## src/rtl/fsc_pkg.sv

```systemverilog
package fsc_pkg;
  typedef enum logic [1:0] {
    XF_PASS = 2'd0,
    XF_INV  = 2'd1,
    XF_INC  = 2'd2,
    XF_SWAP = 2'd3
  } xform_e;
endpackage

```

## src/rtl/fsc_xform.sv

```systemverilog
module fsc_xform
  import fsc_pkg::*;
#(
  parameter int DATA_W = 16
) (
  input  xform_e              mode_i,
  input  logic [DATA_W-1:0]   data_i,
  output logic [DATA_W-1:0]   data_o
);
  localparam int HALF_W = DATA_W / 2;

  always_comb begin
    unique case (mode_i)
      XF_INV:  data_o = ~data_i;
      XF_INC:  data_o = data_i + DATA_W'(1);
      XF_SWAP: data_o = {data_i[HALF_W-1:0], data_i[DATA_W-1:HALF_W]};
      default: data_o = data_i;
    endcase
  end
endmodule

```

## src/rtl/fsc_hold.sv

```systemverilog
module fsc_hold #(
  parameter int DATA_W = 16
) (
  input  logic              clk_i,
  input  logic              rst_ni,
  input  logic              load_i,
  input  logic [DATA_W-1:0] data_i,
  input  logic              drain_i,
  output logic              vld_o,
  output logic [DATA_W-1:0] data_o
);
  always_ff @(posedge clk_i or negedge rst_ni) begin
    if (!rst_ni) begin
      vld_o  <= 1'b0;
      data_o <= '0;
    end else begin
      if (load_i) begin
        vld_o  <= 1'b1;
        data_o <= data_i;
      end else if (drain_i) begin
        vld_o  <= 1'b0;
      end
    end
  end
endmodule

```

## src/rtl/fsc_ctrl.sv

```systemverilog
module fsc_ctrl #(
  parameter int CNT_W      = 8,
  parameter bit LAST_WR_EN = 1'b1
) (
  input  logic             clk_i,
  input  logic             rst_ni,
  input  logic             start_i,
  input  logic [CNT_W-1:0] count_i,
  input  logic             rd_fire_i,
  input  logic             wr_fire_i,
  output logic             accept_o,
  output logic             busy_o,
  output logic             rd_more_o,
  output logic             done_o,
  output logic             last_wr_o
);
  logic [CNT_W-1:0] rd_left_q, wr_left_q;
  logic             last_q;

  assign accept_o  = start_i && !busy_o;
  assign rd_more_o = (rd_left_q != '0);

  always_ff @(posedge clk_i or negedge rst_ni) begin
    if (!rst_ni) begin
      rd_left_q <= '0;
      wr_left_q <= '0;
      busy_o    <= 1'b0;
      done_o    <= 1'b0;
      last_q    <= 1'b0;
    end else if (accept_o) begin
      rd_left_q <= count_i;
      wr_left_q <= count_i;
      busy_o    <= (count_i != '0);
      done_o    <= (count_i == '0);
      last_q    <= 1'b0;
    end else begin
      done_o <= 1'b0;
      if (rd_fire_i) rd_left_q <= rd_left_q - CNT_W'(1);
      if (wr_fire_i) begin
        wr_left_q <= wr_left_q - CNT_W'(1);
        if (wr_left_q == CNT_W'(1)) begin
          busy_o <= 1'b0;
          done_o <= 1'b1;
          last_q <= 1'b1;
        end
      end
    end
  end

  generate
    if (LAST_WR_EN) begin : g_last
      assign last_wr_o = last_q;
    end else begin : g_no_last
      assign last_wr_o = 1'b0;
    end
  endgenerate
endmodule

```

## src/rtl/fifo_stream_copier.sv

```systemverilog
module fifo_stream_copier
  import fsc_pkg::*;
#(
  parameter int DATA_W     = 16,
  parameter int CNT_W      = 8,
  parameter bit LAST_WR_EN = 1'b1
) (
  input  logic              clk_i,
  input  logic              rst_ni,
  input  logic              start_i,
  input  logic [CNT_W-1:0]  count_i,
  input  logic [1:0]        mode_i,
  input  logic [DATA_W-1:0] in_data_i,
  input  logic              in_empty_n_i,
  output logic              in_read_o,
  output logic [DATA_W-1:0] out_data_o,
  input  logic              out_full_n_i,
  output logic              out_write_o,
  output logic              busy_o,
  output logic              done_o,
  output logic              last_wr_o
);
  xform_e            mode_q;
  logic              accept, rd_more, hold_vld;
  logic [DATA_W-1:0] xf_data;

  always_ff @(posedge clk_i or negedge rst_ni) begin
    if (!rst_ni)     mode_q <= XF_PASS;
    else if (accept) mode_q <= xform_e'(mode_i);
  end

  // pop only if the holding slot is free or drains this cycle
  assign out_write_o = hold_vld && out_full_n_i;
  assign in_read_o   = busy_o && rd_more && in_empty_n_i && (!hold_vld || out_full_n_i);

  fsc_ctrl #(.CNT_W(CNT_W), .LAST_WR_EN(LAST_WR_EN)) u_ctrl (
    .clk_i     (clk_i),
    .rst_ni    (rst_ni),
    .start_i   (start_i),
    .count_i   (count_i),
    .rd_fire_i (in_read_o),
    .wr_fire_i (out_write_o),
    .accept_o  (accept),
    .busy_o    (busy_o),
    .rd_more_o (rd_more),
    .done_o    (done_o),
    .last_wr_o (last_wr_o)
  );

  fsc_xform #(.DATA_W(DATA_W)) u_xform (
    .mode_i (mode_q),
    .data_i (in_data_i),
    .data_o (xf_data)
  );

  fsc_hold #(.DATA_W(DATA_W)) u_hold (
    .clk_i   (clk_i),
    .rst_ni  (rst_ni),
    .load_i  (in_read_o),
    .data_i  (xf_data),
    .drain_i (out_write_o),
    .vld_o   (hold_vld),
    .data_o  (out_data_o)
  );
endmodule

```

## config.mk

```make
export PLATFORM = sky130hd
export DESIGN_NAME = fifo_stream_copier
export DESIGN_NICKNAME = d
export VERILOG_FILES = /design/src/rtl/fsc_pkg.sv /design/src/rtl/fsc_xform.sv /design/src/rtl/fsc_hold.sv /design/src/rtl/fsc_ctrl.sv /design/src/rtl/fifo_stream_copier.sv
export SDC_FILE = /design/constraint.sdc
export NUM_CORES = 1
export LEC_CHECK = 0
export CAP_MARGIN = 15
export CORE_MARGIN = 4
export CORE_UTILIZATION = 51
export CTS_CLUSTER_SIZE = 24
export DETAILED_ROUTE_END_ITERATION = 12
export GPL_ROUTABILITY_DRIVEN = 0
export PLACE_DENSITY = 0.81
export SLEW_MARGIN = 40
export SYNTH_ARGS = -nofsm -noshare
export SYNTH_HDL_FRONTEND = slang
export SYNTH_HIERARCHICAL = 1
export SYNTH_SLANG_ARGS = --single-unit
```

## constraint.sdc

```tcl
create_clock -name clk_i -period 2.5 [get_ports clk_i]
set_input_delay 0.5 -clock clk_i [delete_from_list [all_inputs] [get_ports clk_i]]
set_output_delay 0.5 -clock clk_i [all_outputs]
set_load 0.02 [all_outputs]
```

**Word-level counts from Yosys, hierarchy flattened**

Cells that the tools add are included.

- Bits in registers: 38
- Input bits: 31
- Output and inout port bits: 21
- Logic and storage cells: 48

- Add/sub/neg operators: 3
- Equality and inequality tests: 4
- Mux-type cells: 16
- Bitwise gates (word level): 1
- Reduce and logical (&&, ||, !) cells: 16

Operators with widths:

| cell | count |
|---|---|
| case mux 16 bit (3 select lines) | 1 |
| two-way mux 8 bit | 4 |
| adder 16 x 1 -> 16 bit (second input constant) | 1 |
| inverter 16 bit | 1 |
| nonzero test 8 bit | 2 |
| subtractor 8 x 1 -> 8 bit (second input constant) | 2 |
| two-way mux 1 bit | 11 |
| equality test 8 x 1 -> 1 bit (second input constant) | 1 |
| logical NOT 8 bit | 1 |
| nonzero test 2 bit | 4 |
| logical AND 1 bit | 5 |
| equality test 2 bit (second input constant) | 2 |
| equality test 2 x 1 -> 1 bit (second input constant) | 1 |
| logical NOT 1 bit | 2 |
| AND reduction 2 bit | 1 |
| logical OR 1 bit | 1 |

**Longest topological paths before layout**

- Word-level depth: 6
- Gate-level depth with buffers: 8
- Gate-level depth less buffers: 8

**By module**

The synthesis kept the hierarchy.

Modules (own cells, without submodules):

| module | times used | cells an instance | area each (um2) |
|---|---|---|---|
| fsc_ctrl | 1 | 104 | 1014.7 |
| fsc_hold | 1 | 37 | 683.2 |
| fsc_xform | 1 | 107 | 630.6 |
| fifo_stream_copier | 1 | 8 | 92.6 |

**Least setup slack after synthesis**

No wires, ideal clock.

- Kind: flip-flop to flip-flop
- From: reg u_ctrl.rd_left_q[0]
- To: reg u_hold.data_o[10]
- Setup time: 125 ps
- Data arrival time: 2077 ps
- Slack: 298 ps
- Stages on the path, launching flop included: 9
- Path through: dfrtp_1 -> inv_1 -> ha_1 -> nand3_1 -> nand3_1 -> a21oi_1 -> buf_6 -> buf_12 -> mux2_4

- Longest elaborated chain between the ends: 4

Ends and longest elaborated chain:

| item | RTL line | RTL |
|---|---|---|
| start: declaration | fsc_ctrl.sv:17 | `logic [CNT_W-1:0] rd_left_q, wr_left_q;` |
| start signal: assignment | fsc_ctrl.sv:31 | `rd_left_q <= count_i;` |
| start signal: assignment | fsc_ctrl.sv:38 | `if (rd_fire_i) rd_left_q <= rd_left_q - CNT_W'(1);` |
| nonzero test 8 bit | fsc_ctrl.sv:21 | `assign rd_more_o = (rd_left_q != '0);` |
| named net rd_more | fifo_stream_copier.sv:24 | `logic accept, rd_more, hold_vld;` |
| logical AND 1 bit (3 in series) | fifo_stream_copier.sv:34 | `assign in_read_o = busy_o && rd_more && in_empty_n_i && (!hold_vld \|\| out_full_n_i);` |
| named net in_read_o | fifo_stream_copier.sv:15 | `output logic in_read_o,` |
| end signal: assignment | fsc_hold.sv:19 | `data_o <= data_i;` |
| end: declaration | fsc_hold.sv:10 | `output logic [DATA_W-1:0] data_o` |

The timed path passes the listed nets, and every way through them passes these cells.
A chain may end at the register's enable or synchronous reset.

**Worst setup path in the final report**

- From: in out_full_n_i
- To: out out_write_o

- Longest elaborated chain between the ends: 1

Ends and longest elaborated chain:

| item | RTL line | RTL |
|---|---|---|
| start: declaration | fifo_stream_copier.sv:17 | `input logic out_full_n_i,` |
| logical AND 1 bit | fifo_stream_copier.sv:33 | `assign out_write_o = hold_vld && out_full_n_i;` |
| end: declaration | fifo_stream_copier.sv:18 | `output logic out_write_o,` |

Every way passes these cells.

==> reports/qor.csv <==
stage;metric;value;unit
outcome;result of the run;finished clean;
clock_network;root buffer cell;sky130_fd_sc_hd__clkbuf_8;
synth;ys flop type;sky130_fd_sc_hd__dfrtp_1;
timing;number of hold-slack violations in the final timing report;0;
clock_network;total setup buffers inserted after CTS;0;
power_and_ir_drop;largest vdd supply drop;0.5278;mV
synth;Synth Register Bits;38;
detailed_routing;detailed-routing iteration count for the pre-antenna-repair pass;5;
final_layout;post-route insts no fill;376;
detailed_routing;average detailed-routed wire length per instance;16.38;um
timing;fin crit share;94.09;%
timing;tightest slew margin relative to the limit;68.29;%
detailed_routing;total number of vias;2190;
final_layout;most frequent cells in the layout;sky130_fd_sc_hd__clkdlybuf4s50_1, sky130_fd_sc_hd__dfrtp_1, sky130_fd_sc_hd__buf_4;
floorplanning;Horiz. Die Dim;76.90;um
global_route;number of global-route vias before repair;2123;
synth;cell taking the most area after synthesis;sky130_fd_sc_hd__dfrtp_1;
final_layout;Area growth, synth to finish;31.58;%
place;Post-Place Cells;368;
synth;Post-Synthesis Cell Area;2421;um2
power_and_ir_drop;power spent charging and discharging nets;1.305;mW
place;pre-CTS setup slack;19.86;ps
global_route;GRT Util Overall;21.70;%
place;number of port buffers;51;
min_path;class of the worst hold path;in2async;
global_route;total congestion overflow;0;
detailed_routing;total wire length after detailed routing;6159;um
final_layout;Non-Filler Cell Area, Final;3186;um2
synth;share of synthesized registers carrying an async set or reset;100.0;%
timing;worst-margin pin slew;475.6;ps
power_and_ir_drop;PwrDens;1033;nW/um2
critical_path;sort of element at the end of the critical path;primary output;
global_route;initial antenna violation count;0;
synth;Syn Nets;292;
synth;leading cell types by total area after synthesis;sky130_fd_sc_hd__dfrtp_1, sky130_fd_sc_hd__mux2_4, sky130_fd_sc_hd__mux2_2, sky130_fd_sc_hd__xnor2_1, sky130_fd_sc_hd__mux2i_1;
critical_path;Register-to-Register Setup Slack;300;ps
clock_network;Num Clock Sinks;38;
final_layout;number of inserted filler cells in the final layout;338;
place;DP Area;3079;um2
critical_path;Critical R2R Capture;u_ctrl/rd_left_q[3];
timing;final setup vio count;0;
clock_network;CTS tree;built;
critical_path;number of cells traversed by the worst register-to-register path;9;
clock_network;clock network latency to the later pin of the worst-skew pair;290;ps
detailed_routing;Iter 0 DRT Violations;149;
flow_run;max-cap violations;0;
global_route;pin count of the biggest net entering global routing;39;
critical_path;required time at the worst-slack endpoint;2000;ps
timing;unrepaired setup endpoints after global routing;false;
synth;Syn. warnings;6;
detailed_routing;DR vias/cell;5.824;
power_and_ir_drop;overall power;3.291;mW
critical_path;Data arrival, critical path;1850;ps
detailed_routing;final routed DRC violation total;0;
floorplanning;Starting Density;54.11;%
critical_path;cell-by-cell trace of the critical path;clkdlybuf4s50_1, and2_1, clkdlybuf4s50_1;
synth;number of distinct library cells after synthesis;41;
final_layout;number of antenna cells inserted;0;
floorplanning;I/O pin count;52;
critical_path;most prevalent standard cell on the critical path;sky130_fd_sc_hd__clkdlybuf4s50_1;
clock_network;number of buffers created by CTS;5;
power_and_ir_drop;Gate power share;50.4;%
power_and_ir_drop;internal cell power;1.986;mW
final_layout;share of the core filled with cells;71.20;%
timing;Layout Skew;10.47;ps
final_layout;share of final-layout standard cells stronger than drive strength 1;16.36;%
clock_network;buffer depth of the longest clock path;2;
timing;maximum frequency from static timing analysis;425.1;MHz
floorplanning;# rows;24;
timing;final critical path time including I/O delays and setup;2352;ps
final_layout;most common cell after layout, fill and taps aside;sky130_fd_sc_hd__clkdlybuf4s50_1;
synth;fraction of synthesized cell area taken by the top area cell type;39.28;%
critical_path;source of the worst register-to-register timing path;u_ctrl/rd_left_q[0];
synth;gate count after technology mapping;256;
power_and_ir_drop;clock share of power;13.4;%
synth;average cell area after synthesis;9.457;um2
synth;proportion of synthesized chip area in sequential cells;39.28;%
timing;number of max-slew violations in the final report;0;
power_and_ir_drop;Sw Ratio;39.66;%
floorplanning;Vert. Die Dim;76.90;um
timing;worst hold slack;157.6;ps
synth;number of flops mapped to enable cells by yosys;0;
place;DP HPWL;4508;um
power_and_ir_drop;leakage power total;1.309;nW
final_layout;net count reported at finish;359;
critical_path;maximum fanout count along the critical path;4;
critical_path;standard cell with the maximum stage delay on the critical path;sky130_fd_sc_hd__clkdlybuf4s50_1;
critical_path;number of buffers and inverters on the critical path;2;
critical_path;CP top delay family;buffers and inverters;
critical_path;type of the worst setup path;in2out;
global_route;wire length of the first global-routing pass;10300;um
critical_path;launching element type of the critical path;primary input;
detailed_routing;Antenna Violating Nets Remaining;0;
floorplanning;standard cell core area;4474;um2
clock_network;H-tree Lvls;2;
timing;final setup slack of the worst path;147.7;ps
timing;aggregate negative setup slack;0;ps
clock_network;CTS clk-pin slew, worst paths;80;ps
power_and_ir_drop;share of power burned in registers;36.3;%
floorplanning;die footprint;5914;um2
critical_path;largest incremental delay on the critical path;650;ps
-- power by group through the flow --
stage | logic, mW | clock network (mW) | registers, mW
after floorplan | 0.925 | 0 | 1.28
after global placement | 1.59 | 0 | 1.17
after detailed placement | 1.64 | 0 | 1.18
after CTS | 1.66 | 0.452 | 1.19
after global routing | 1.79 | 0.484 | 1.24
final | 1.66 | 0.440 | 1.19
-- cells by family after synthesis --
group                    Yosys count  share of synthesized area (%)
AND/OR/NAND/NOR                   90                          20.36
AO/OA/AOI/OAI                     53                          12.76
flip-flops                        38                          39.28
multiplexers                      28                          13.95
buffers and inverters             25                          4.909
XOR/XNOR                          17                          6.150
adder cells (fa/ha/maj)            5                          2.584
-- sequential cells by signal, summed over array words and instances (netlist names) --
signal	flops
u_hold/data_o	16
u_ctrl/rd_left_q	8
u_ctrl/wr_left_q	8
mode_q	2
u_ctrl/busy_o	1
u_ctrl/done_o	1
u_ctrl/last_wr_o	1
u_hold/vld_o	1
-- repair_timing --
item                                    CTS  global route
pin swaps                                 0             0
endpoints found under the setup margin    1             1
hold buffers                              0             0
gates resized for setup                   1             1
hold endpoints to repair                  0             0
-- layer usage --
layer / vias to the layer above / global-route usage [%] / share of wire [%]
met2: 83 / 34.32 / 46
met5: - / 0 / 0
met4: 0 / 6.884 / 1.7
met3: 11 / 4.333 / 5.6
li1: 1066 / - / -
met1: 1030 / 29.81 / 46
-- how the worst max path moves through the flow --
stage	from	to	slack [ps]	cells past startpoint
final	out_full_n_i	out_write_o	150	3
after global routing	u_ctrl/rd_left_q[0]	u_ctrl/rd_left_q[3]	90	9
after detailed placement	in_data_i[3]	u_hold/data_o[13]	20	6
after global placement	in_data_i[0]	u_hold/data_o[14]	60	7
after CTS	u_ctrl/rd_left_q[0]	in_read_o	8	6
after floorplan	u_ctrl/rd_left_q[0]	u_hold/data_o[10]	300	8
-- Yosys cell counts, types with 2 or more instances --
library cell and instances:
sky130_fd_sc_hd__nor4bb_1 2, sky130_fd_sc_hd__dfrtp_1 38, sky130_fd_sc_hd__ha_1 5, sky130_fd_sc_hd__a31oi_1 9, sky130_fd_sc_hd__xnor2_1 12, sky130_fd_sc_hd__a21oi_1 17
sky130_fd_sc_hd__or3_1 5, sky130_fd_sc_hd__a211oi_1 3, sky130_fd_sc_hd__and4_1 3, sky130_fd_sc_hd__nor2_1 17, sky130_fd_sc_hd__nor4b_1 2, sky130_fd_sc_hd__mux2_2 10
sky130_fd_sc_hd__inv_1 13, sky130_fd_sc_hd__o211ai_1 2, sky130_fd_sc_hd__and2_1 2, sky130_fd_sc_hd__nand2_1 20, sky130_fd_sc_hd__o31ai_1 4, sky130_fd_sc_hd__mux2_4 9
sky130_fd_sc_hd__nand3_1 6, sky130_fd_sc_hd__nor3_1 7, sky130_fd_sc_hd__nand4_1 3, sky130_fd_sc_hd__or4_1 4, sky130_fd_sc_hd__xor2_1 5, sky130_fd_sc_hd__o21ai_0 15
sky130_fd_sc_hd__mux2i_1 9, sky130_fd_sc_hd__nand2b_1 6, sky130_fd_sc_hd__clkbuf_1 7, sky130_fd_sc_hd__nor4_1 8
-- area by class of cell --
class	count	area, um2	area share [%]
repair buffers	71	660.6	20.74
inverters	14	52.55	1.650
clock buffers	6	82.58	2.592
flip-flops and latches	38	950.9	29.85
well taps	52	65.06	2.042
multi-input cells	193	1361	42.73
clock inverters	2	12.51	0.3928
-- worst reg2reg max path, cell delays in order (launching register included) --
cell                      delay, ps
sky130_fd_sc_hd__dfrtp_1        440
sky130_fd_sc_hd__inv_1           90
sky130_fd_sc_hd__ha_1           210
sky130_fd_sc_hd__nand3_1         70
sky130_fd_sc_hd__nand3_1         90
sky130_fd_sc_hd__a21oi_2        140
sky130_fd_sc_hd__buf_4          350
sky130_fd_sc_hd__nor4b_1        410
sky130_fd_sc_hd__xnor2_1        200
sky130_fd_sc_hd__a21oi_1         90
(Power assumes the default switching activity.)
